### src/rtl/tmr_pkg.sv
package tmr_pkg;

  typedef enum logic [2:0] {
    M_TC      = 3'd0,
    M_ONESHOT = 3'd1,
    M_RATE    = 3'd2,
    M_SQUARE  = 3'd3,
    M_SWSTRB  = 3'd4,
    M_HWSTRB  = 3'd5
  } tmr_mode_e;

  // Codes 6 and 7 alias the two periodic modes.
  function automatic tmr_mode_e decode_mode(input logic [2:0] code);
    case (code)
      3'd6:    decode_mode = M_RATE;
      3'd7:    decode_mode = M_SQUARE;
      default: decode_mode = tmr_mode_e'(code);
    endcase
  endfunction

endpackage

### src/rtl/tmr_gate_edge.sv
module tmr_gate_edge (
  input  logic clk,
  input  logic rst_n,
  input  logic gate,
  output logic gate_rise
);

  logic gate_q;

  always_ff @(posedge clk) begin
    if (!rst_n) gate_q <= 1'b0;
    else        gate_q <= gate;
  end

  assign gate_rise = gate & ~gate_q;

endmodule

### src/rtl/tmr_core.sv
module tmr_core
  import tmr_pkg::*;
#(
  parameter int CNT_W = 16
) (
  input  logic             clk,
  input  logic             rst_n,
  input  logic             load_stb,
  input  logic [2:0]       mode_code,
  input  logic [CNT_W-1:0] load_val,
  input  logic             gate,
  input  logic             gate_rise,
  output logic [CNT_W-1:0] count,
  output logic             out
);

  localparam int EW = CNT_W + 1;
  localparam logic [EW-1:0] ONE = EW'(1);
  localparam logic [EW-1:0] TWO = EW'(2);

  // Effective count: zero stands for 2^CNT_W.
  function automatic logic [EW-1:0] eff_of(input logic [CNT_W-1:0] v);
    eff_of = (v == '0) ? {1'b1, {CNT_W{1'b0}}} : {1'b0, v};
  endfunction

  // Square wave half loads: high half rounds up to even, low half down.
  function automatic logic [EW-1:0] sq_hi(input logic [EW-1:0] e);
    sq_hi = e + {{(EW-1){1'b0}}, e[0]};
  endfunction

  function automatic logic [EW-1:0] sq_lo(input logic [EW-1:0] e);
    sq_lo = e - {{(EW-1){1'b0}}, e[0]};
  endfunction

  tmr_mode_e     mode_q;
  tmr_mode_e     mode_n;
  logic [EW-1:0] init_q;
  logic [EW-1:0] cnt;
  logic [EW-1:0] new_eff;
  logic          armed;
  logic          busy;
  logic          out_q;
  logic          phase_hi;
  logic          at_one;
  logic          at_two;
  logic          trig;

  assign mode_n  = decode_mode(mode_code);
  assign new_eff = eff_of(load_val);
  assign at_one  = (cnt == ONE);
  assign at_two  = (cnt == TWO);
  assign trig    = armed & gate_rise;

  always_ff @(posedge clk) begin
    if (!rst_n) begin
      mode_q   <= M_TC;
      init_q   <= '0;
      cnt      <= '0;
      armed    <= 1'b0;
      busy     <= 1'b0;
      out_q    <= 1'b1;
      phase_hi <= 1'b1;
    end else if (load_stb) begin
      mode_q   <= mode_n;
      init_q   <= new_eff;
      armed    <= 1'b1;
      phase_hi <= 1'b1;
      case (mode_n)
        M_TC: begin
          cnt   <= new_eff;
          busy  <= 1'b1;
          out_q <= 1'b0;
        end
        M_SQUARE: begin
          cnt   <= sq_hi(new_eff);
          busy  <= 1'b1;
          out_q <= 1'b1;
        end
        M_RATE, M_SWSTRB: begin
          cnt   <= new_eff;
          busy  <= 1'b1;
          out_q <= 1'b1;
        end
        default: begin
          busy  <= 1'b0;
          out_q <= 1'b1;
        end
      endcase
    end else begin
      case (mode_q)
        M_TC: begin
          if (busy && gate) begin
            cnt <= cnt - ONE;
            if (at_one) begin
              out_q <= 1'b1;
              busy  <= 1'b0;
            end
          end
        end
        M_ONESHOT: begin
          if (trig) begin
            cnt   <= init_q;
            out_q <= 1'b0;
            busy  <= 1'b1;
          end else if (busy) begin
            cnt <= cnt - ONE;
            if (at_one) begin
              out_q <= 1'b1;
              busy  <= 1'b0;
            end
          end
        end
        M_RATE: begin
          if (!gate) begin
            out_q <= 1'b1;
          end else if (trig) begin
            cnt   <= init_q;
            out_q <= 1'b1;
            busy  <= 1'b1;
          end else if (busy) begin
            cnt   <= at_one ? init_q : cnt - ONE;
            out_q <= ~at_two;
          end
        end
        M_SQUARE: begin
          if (!gate) begin
            out_q <= 1'b1;
          end else if (trig) begin
            cnt      <= sq_hi(init_q);
            phase_hi <= 1'b1;
            out_q    <= 1'b1;
            busy     <= 1'b1;
          end else if (busy) begin
            if (at_two) begin
              phase_hi <= ~phase_hi;
              out_q    <= ~phase_hi;
              cnt      <= phase_hi ? sq_lo(init_q) : sq_hi(init_q);
            end else begin
              cnt <= cnt - TWO;
            end
          end
        end
        M_SWSTRB: begin
          if (!out_q) out_q <= 1'b1;
          if (busy && gate) begin
            cnt <= cnt - ONE;
            if (at_one) begin
              out_q <= 1'b0;
              busy  <= 1'b0;
            end
          end
        end
        M_HWSTRB: begin
          if (!out_q) out_q <= 1'b1;
          if (trig) begin
            cnt  <= init_q;
            busy <= 1'b1;
          end else if (busy) begin
            cnt <= cnt - ONE;
            if (at_one) begin
              out_q <= 1'b0;
              busy  <= 1'b0;
            end
          end
        end
        default: ;
      endcase
    end
  end

  assign count = cnt[CNT_W-1:0];
  assign out   = out_q;


  idle_reset_chk: assert property (@(posedge clk) disable iff (!rst_n)
    !armed |-> (out_q && cnt == '0));


  tc_load_low_chk: assert property (@(posedge clk) disable iff (!rst_n)
    (load_stb && mode_n == M_TC) |=> !out_q);


  rate_pulse_chk: assert property (@(posedge clk) disable iff (!rst_n)
    (mode_q == M_RATE && !out_q && !load_stb) |=> out_q);


  cnt_range_chk: assert property (@(posedge clk) disable iff (!rst_n)
    (busy && (mode_q == M_TC || mode_q == M_RATE || mode_q == M_SWSTRB))
      |-> (cnt != '0 && cnt <= init_q));


  sq_even_chk: assert property (@(posedge clk) disable iff (!rst_n)
    (mode_q == M_SQUARE && busy) |-> !cnt[0]);


  gate_low_high_chk: assert property (@(posedge clk) disable iff (!rst_n)
    ((mode_q == M_RATE || mode_q == M_SQUARE) && !gate && !load_stb) |=> out_q);


  strobe_one_chk: assert property (@(posedge clk) disable iff (!rst_n)
    ((mode_q == M_SWSTRB || mode_q == M_HWSTRB) && !out_q && !load_stb) |=> out_q);

endmodule

### src/rtl/tmr_channel.sv
module tmr_channel #(
  parameter int CNT_W = 16
) (
  input  logic             clk,
  input  logic             rst_n,
  input  logic [2:0]       mode_sel,
  input  logic [CNT_W-1:0] count_in,
  input  logic             count_wr,
  input  logic             gate,
  output logic             tmr_out,
  output logic [CNT_W-1:0] count_live
);

  logic gate_rise;

  tmr_gate_edge u_edge (
    .clk       (clk),
    .rst_n     (rst_n),
    .gate      (gate),
    .gate_rise (gate_rise)
  );

  tmr_core #(.CNT_W(CNT_W)) u_core (
    .clk       (clk),
    .rst_n     (rst_n),
    .load_stb  (count_wr),
    .mode_code (mode_sel),
    .load_val  (count_in),
    .gate      (gate),
    .gate_rise (gate_rise),
    .count     (count_live),
    .out       (tmr_out)
  );

endmodule

### config.mk
export PLATFORM = sky130hd
export DESIGN_NAME = tmr_channel
export DESIGN_NICKNAME = d
export VERILOG_FILES = /design/src/rtl/tmr_pkg.sv /design/src/rtl/tmr_gate_edge.sv /design/src/rtl/tmr_core.sv /design/src/rtl/tmr_channel.sv
export SDC_FILE = /design/constraint.sdc
export NUM_CORES = 1
export LEC_CHECK = 0
export BUFFER_PORTS_ARGS = -buffer_cell sky130_fd_sc_hd__buf_2
export CORE_ASPECT_RATIO = 1.75
export CORE_MARGIN = 2
export CORE_UTILIZATION = 35
export CTS_BUF_LIST = sky130_fd_sc_hd__clkbuf_4
export CTS_CLUSTER_SIZE = 28
export DETAILED_ROUTE_END_ITERATION = 12
export PLACE_DENSITY = 0.53
export SYNTH_ARGS = -nofsm -noshare
export SYNTH_HDL_FRONTEND = slang
export SYNTH_SLANG_ARGS = --single-unit
### constraint.sdc
create_clock -name clk -period 2.6 [get_ports clk]
set_input_delay 0.52 -clock clk [delete_from_list [all_inputs] [get_ports clk]]
set_output_delay 0.52 -clock clk [all_outputs]
set_load 0.005 [all_outputs]
==> impl_results.md, run 1 <==
* Status: finished clean
* Post-DP HPWL at 14520 um
* Internal reg-to-reg setup slack at 0.11 ns
* Post-synth top area share at 19.64%
* Sink Count at 42
* Vias at 4834
* Layout overhead on the synthesized area at 15.78%
* # fillers at 1257
* Pwr Total at 2.360 mW
* Critical path type: flip-flop to flip-flop
* Post-synth ARST share at 0%
* Hold WC Path Type: input port to flip-flop
* Final setup vio count at 0
* Full die area at 13170 um2
* Synth top area cells: dfxtp_1 20%, xor2_1 5.9%, nor2_1 4.9%
* Synthesized flop and latch total at 42
* Multi-input gate area at 3060 um2
* Num rows at 53
* First-pass GRT wire length at 27650 um
* Vias in the first global route at 4616
* Initial core utilization at 35.66%
* CTS clk-pin slew, worst paths at 0.16 ns
* Drt via density at 6.065
* Req. time, crit path at 2.89 ns
* Syn_area_per_cell at 7.367 um2
* Share of cells above drive strength 1 at 21.08%
* RSZ-0062 raised after global routing: false
* CP max stage delay at 0.59 ns
* Clock group share of total power at 20.1%
* Synth cell count leaders: 56 x nor2_1, 47 x nand2_1, 42 x dfxtp_1
* Hold path cells at 3
* Fin crit share at 95.58%
* Total GRT Usage at 28.18%
* Reg2Reg Depth at 8
* Die Span Y at 150.3 um
* Setup TNS at 0 ns
* Switching Fraction at 42.34%
* Type of origin of the critical path: flip-flop
* Crit path launch: u_core.cnt[0]
* Routed WL at 18340 um
* Fin. Hold Viols at 0
* Power Dens Cells at 476.1 nW/um2
* YS warnings at 0
* CP Data Arrival Time at 2.78 ns
* Worst-path fanout max at 13
* GR Overflow Total at 0
* Final Critical Period at 2.485 ns
* Number of max-cap violations at 0
* WL per Instance at 23.02 um
* I/O Pins at 40
* DRC viols at 0
* Worst path slowest cell: nor2_1
* Register share of total power at 33.2%
* Gpl congestion at 0.9928
* Worst Tran Pin Value at 0.7596 ns
* Fin area at 4956 um2
* Top_reg_cell synth: dfxtp_1
* Worst-skew pair later-pin latency at 0.39 ns
* Syn nets at 612
* Reg-to-Reg End: u_core.cnt[7]
* CTS Buf Count at 5
* Slew HR at 49.17%
* Post-synthesis instance total at 581
* Seq/Total Area, Yosys at 19.64%
* Core Box Area at 12000 um2
* CP cell instances: inv_1, ha_1, nor4b_1, and4_4, nor2_1, a21oi_1, a211o_1, a32o_1
* I/O Buffers at 39
* Hold Startpoint: mode_sel[2]
* Drt pass-1 iters at 5
* Initial DRC count at 521
* CTS tree: done
* Nets at 661
* Area leader, netlist: dfxtp_1
* Logic pwr share at 46.7%
* Fin worst setup slack at 0.1148 ns
* Final ANT Viol Nets at 0
* Internal power at 1.360 mW
* Netlist cell types at 75
* Register area at 840.8 um2
* Worst r2r src: u_core.cnt[0]
* Peak supply drop at 229.2 uV
* Post-place setup slack at 0.01963 ns
* Largest net degree at the start of global routing at 42
* Hold EP: u_core.mode_q[2]
* Most numerous cell in the Yosys netlist: nor2_1
* Post-synth EDFFs at 0
* CP endpoint kind: flip-flop
* H-tree Lvls at 2
* Slew Viols, Final at 0
* CTS root buffer: clkbuf_4
* P_leak at 1.968 nW
* Clock tree buffer depth at 2
* F_max at 402.4 MHz
* Initial antenna violation count at 1
* Sw power at 0.9991 mW
* Netlist Area Pre-Place at 4280 um2
* Die width at 87.60 um
* Layout Skew at 0.01405 ns
* Placed inst area at 4860 um2
[layout by cell type (no fill, tap or decap), types with 8 or more instances in the layout]
cell and count:
a211oi_1 10, a21oi_1 38, a31oi_1 16, and3_1 8, buf_2 39, buf_4 65
dfxtp_1 42, ha_1 8, inv_1 16, mux2i_1 17, nand2_1 47, nand3_1 26
nand4_1 18, nor2_1 56, nor3_1 9, nor4_1 8, o211ai_1 13, o21ai_0 31
xnor2_1 19, xor2_1 29
[per-layer routing]
| metal | track usage, % | wire length, um |
|---|---|---|
| met1 | 33.37 | 7113 |
| met2 | 47.42 | 8882 |
| met3 | 2.632 | 867 |
| met4 | 18.31 | 1480 |
| met5 | 0 | 0 |
[how the worst max path moves through the flow]
stage	to	slack (ns)	cells after the start
3_5_place_dp	u_core.cnt[9]	0.02	7
3_3_place_gp	u_core.cnt[9]	-0.07	7
5_1_grt	u_core.cnt[7]	0.004	8
4_1_cts	u_core.cnt[9]	0.08	7
6_report	u_core.cnt[7]	0.11	8
2_1_floorplan	u_core.cnt[1]	0.41	7
[power by group through the flow]
stage	combinational (mW)	clock, mW	sequential [mW]
floorplan	0.718	0	0.752
global placement	1.09	0	0.794
detailed placement	1.07	0	0.794
CTS	1.08	0.482	0.780
global route	1.19	0.493	0.786
finish	1.10	0.474	0.783
[worst max-delay path: cells and delay by family (launching register included)]
family | cells | cell delay [ns]
and+or+nand+nor | 3 | 1.01
buffers and inverters | 1 | 0.10
AOI/OAI and AO/OA | 3 | 0.65
DFF | 1 | 0.42
adders and majority gates | 1 | 0.20
[registers in the layout, summed over array words and instances (netlist names)]
| signal | flops |
|---|---|
| u_core.out | 1 |
| u_core.phase_hi | 1 |
| u_core.init_q | 17 |
| u_core.armed | 1 |
| u_edge.gate_q | 1 |
| u_core.busy | 1 |
| u_core.mode_q | 3 |
| u_core.cnt | 17 |
[layout make-up]
type / count / share of cell area [%]
diodes: 1 / 0.05049
repair buffers: 105 / 14.19
multi-input cells: 460 / 61.75
flip-flops and latches: 42 / 16.97
clock buffers: 6 / 0.9089
well taps: 165 / 4.166
clock inverters: 2 / 0.7574
inverters: 16 / 1.212
[cells by family after synthesis]
family                     Yosys count  share of synthesized area, %
muxes                               18                         4.238
buffers and inverters               79                         9.120
and+or+nand+nor                    220                         28.21
adders and majority gates            8                         2.339
DFF                                 42                         19.64
xor gates and xnor gates            48                         9.822
AOI/OAI and AO/OA                  166                         26.63
[repair_timing]
action | CTS | global route
setup buffers | 0 | 0
setup endpoints to repair | 1 | 1
hold buffers | 0 | 0
gates resized for setup | 1 | 1
[stage by stage]
step                hold slack [ns]  std cells  utilization, %
CTS                          0.3893        796           41.22
finish                       0.4003        797           41.29
global placement             0.4811        788           40.49
floorplan                    0.4799        581               -
detailed placement           0.4909        788           40.49
global route                 0.4105        797           41.29
(Power assumes the default switching activity.)
==> run 2: changes to the inputs <==
--- a/config.mk
+++ b/config.mk
@@ -9,7 +9,6 @@
 export CORE_ASPECT_RATIO = 1.75
 export CORE_MARGIN = 2
 export CORE_UTILIZATION = 35
-export CTS_BUF_LIST = sky130_fd_sc_hd__clkbuf_4
 export CTS_CLUSTER_SIZE = 28
 export DETAILED_ROUTE_END_ITERATION = 12
 export PLACE_DENSITY = 0.53
==> run 2 against run 1 <==
Effect of this change: die area stayed put; sequential share of layout area is 0.27 points lower; combinational power hardly changed; setup slack better by 0.0096 ns; wire length hardly changed; hold slack better by 0.090 ns; final cell count is 0.13% lower; global-route usage hardly changed; fmax is 0.39% higher; largest power group unchanged; non-clock buffer count stayed put; design area is 1.6% higher.
==> impl_results.md, run 2 (same netlist as run 1, synthesis figures left out) <==
* Status: finished clean (unchanged)
* Full die area at 13170 um2 (unchanged)
* Layout overhead on the synthesized area at 17.68% (was 15.78%)
* CP max stage delay at 0.60 ns (was 0.59 ns)
* Type of origin of the critical path: flip-flop (unchanged)
* Gpl congestion at 0.9928 (unchanged)
* CP endpoint kind: flip-flop (unchanged)
* Sink Count at 42 (unchanged)
* Reg-to-Reg End: u_core.cnt[7] (unchanged)
* Die Span Y at 150.3 um (unchanged)
* Num rows at 53 (unchanged)
* Capture point of the critical path: u_core.cnt[7] (unchanged)
* CTS root buffer: clkbuf_16 (was clkbuf_4)
* Vias at 4859 (was 4834)
* Final Critical Period at 2.476 ns (was 2.485 ns)
* Largest net degree at the start of global routing at 42 (unchanged)
* Slew Viols, Final at 0 (unchanged)
* Initial DRC count at 545 (was 521)
* CTS clk-pin slew, worst paths at 0.07 ns (was 0.16 ns)
* Routed WL at 18340 um (about the same)
* Ant diodes at 0 (was 1)
* Final ANT Viol Nets at 0 (unchanged)
* Number of max-cap violations at 0 (unchanged)
* Drt via density at 6.104 (was 6.065)
* Drt pass-1 iters at 6 (was 5)
* CTS tree: done (unchanged)
* H-tree Lvls at 2 (unchanged)
* Initial core utilization at 35.66% (unchanged)
* Worst-skew pair later-pin latency at 0.30 ns (was 0.39 ns)
* CP Data Arrival Time at 2.67 ns (was 2.78 ns)
* Most common cell after layout, fill and taps aside: buf_4 (unchanged)
* DRC viols at 0 (unchanged)
* GR Overflow Total at 0 (unchanged)
* P_leak at 2.003 nW (was 1.968 nW)
* Worst r2r src: u_core.cnt[0] (unchanged)
* Most frequent cells in the layout: 65 x buf_4, 56 x nor2_1, 47 x nand2_1, 42 x dfxtp_1, 39 x buf_2 (unchanged)
* Slew HR at 48.66% (was 49.17%)
* Placed insts at 788 (unchanged)
* Fin worst setup slack at 0.1244 ns (was 0.1148 ns)
* Internal reg-to-reg setup slack at 0.12 ns (was 0.11 ns)
* Post-CTS Setup Bufs at 0 (unchanged)
* Hold_buf cts at 0 (unchanged)
* Fin crit share at 95.21% (was 95.58%)
* F_max at 403.9 MHz (was 402.4 MHz)
* I/O Buffers at 39 (unchanged)
* I/O Pins at 40 (unchanged)
* Crit path launch: u_core.cnt[0] (unchanged)
* WL per Instance at 23.04 um (was 23.02 um)
* Core Box Area at 12000 um2 (unchanged)
* RSZ-0062 raised after global routing: false (unchanged)
* Total GRT Usage at 28.22% (was 28.18%)
* First-pass GRT wire length at 27720 um (was 27650 um)
* CTS Buf Count at 5 (unchanged)
* Post-place setup slack at 0.01963 ns (unchanged)
* Nets at 661 (unchanged)
* Worst Tran Pin Value at 0.7672 ns (was 0.7596 ns)
* Req. time, crit path at 2.79 ns (was 2.89 ns)
* Worst-path fanout max at 13 (unchanged)
* Die width at 87.60 um (unchanged)
* Critical path type: flip-flop to flip-flop (unchanged)
* Share of cells above drive strength 1 at 20.92% (was 21.08%)
* Pwr Total at 2.635 mW (was 2.360 mW)
* Post-DP HPWL at 14520 um (unchanged)
* Final setup vio count at 0 (unchanged)
* Power Dens Cells at 523.0 nW/um2 (was 476.1 nW/um2)
* Initial antenna violation count at 0 (was 1)
* CP cell instances: inv_1, ha_1, nor4b_1, and4_4, nor2_1, a21oi_1, a211o_1, a32o_1 (unchanged)
* Peak supply drop at 282.0 uV (was 229.2 uV)
* Hold WC Path Type: input port to flip-flop (unchanged)
* Worst path slowest cell: nor2_1 (unchanged)
* Reg2Reg Depth at 8 (unchanged)
* Clock tree buffer depth at 2 (unchanged)
* Vias in the first global route at 4619 (was 4616)
* Regs by FF count: u_core.cnt (17), u_core.init_q (17), u_core.mode_q (3) (unchanged)
* Finished Layout Cells at 796 (was 797)
* Layout Skew at 0.005797 ns (was 0.01405 ns)
* Fin. Hold Viols at 0 (unchanged)
-- run 2: cell count changes in the layout (fill, tap and decap cells not counted) --
| cell | change |
|---|---|
| clkbuf_16 | +5 |
| clkbuf_4 | -6 |
| diode_2 | -1 |
| clkbuf_1 | +1 |
-- run 2: report_power, final --
part	switching [mW]	internal (mW)
combinational	0.651	0.451
sequential	0.0877	0.696
clock	0.295	0.455
total	1.03	1.60
-- run 2: repair_timing --
action | in CTS | in global routing
gates resized for setup | 1 | 1
setup endpoints to repair | 1 | 1
hold endpoints to repair | 0 | 0
-- run 2: stage by stage --
| stage | area (um2) | hold slack, ns | TNS (ns) | util, % |
|---|---|---|---|---|
| 2_1_floorplan | 4280 | 0.4799 | 0 | - |
| 3_3_place_gp | 4860 | 0.4811 | -0.06968 | 40.49 |
| 3_5_place_dp | 4860 | 0.4909 | 0 | 40.49 |
| 4_1_cts | 5031 | 0.4891 | 0 | 41.92 |
| 5_1_grt | 5037 | 0.5136 | 0 | 41.97 |
| 6_report | 5037 | 0.4905 | 0 | 41.97 |
-- run 2: routing by layer --
metal	track usage, %	up-vias	routed length, um
met2	46.63	257	8852
met1	33.23	2294	6832
met3	3.289	66	1212
met4	19.62	0	1443
li1	-	2242	-
met5	0	-	0
-- run 2: worst min path at each step --
stage,end,depth (start not counted),startpoint
floorplan,u_core.out,2,u_core.out
global placement,u_core.out,2,u_core.out
detailed placement,u_core.out,2,u_core.out
CTS,u_core.mode_q[2],3,mode_sel[2]
global route,u_core.mode_q[1],3,mode_sel[1]
finish,u_core.mode_q[2],3,mode_sel[2]
-- run 2: area by class of cell --
cell class              count  area [um2]
clock inverters             2       37.54
multi-input cells         460        3060
fillers                  1248        6965
repair buffers            105       703.2
well taps                 165       206.4
inverters                  16       60.06
flip-flops and latches     42       840.8
clock buffers               6       128.9
-- run 2: critical path: cells and delay by family (launching register included) --
family / cells / cell delay, ns
AND/OR/NAND/NOR: 3 / 1.02
AO/OA/AOI/OAI: 3 / 0.64
flip-flops: 1 / 0.39
adder cells (fa/ha/maj): 1 / 0.20
buffers and inverters: 1 / 0.10
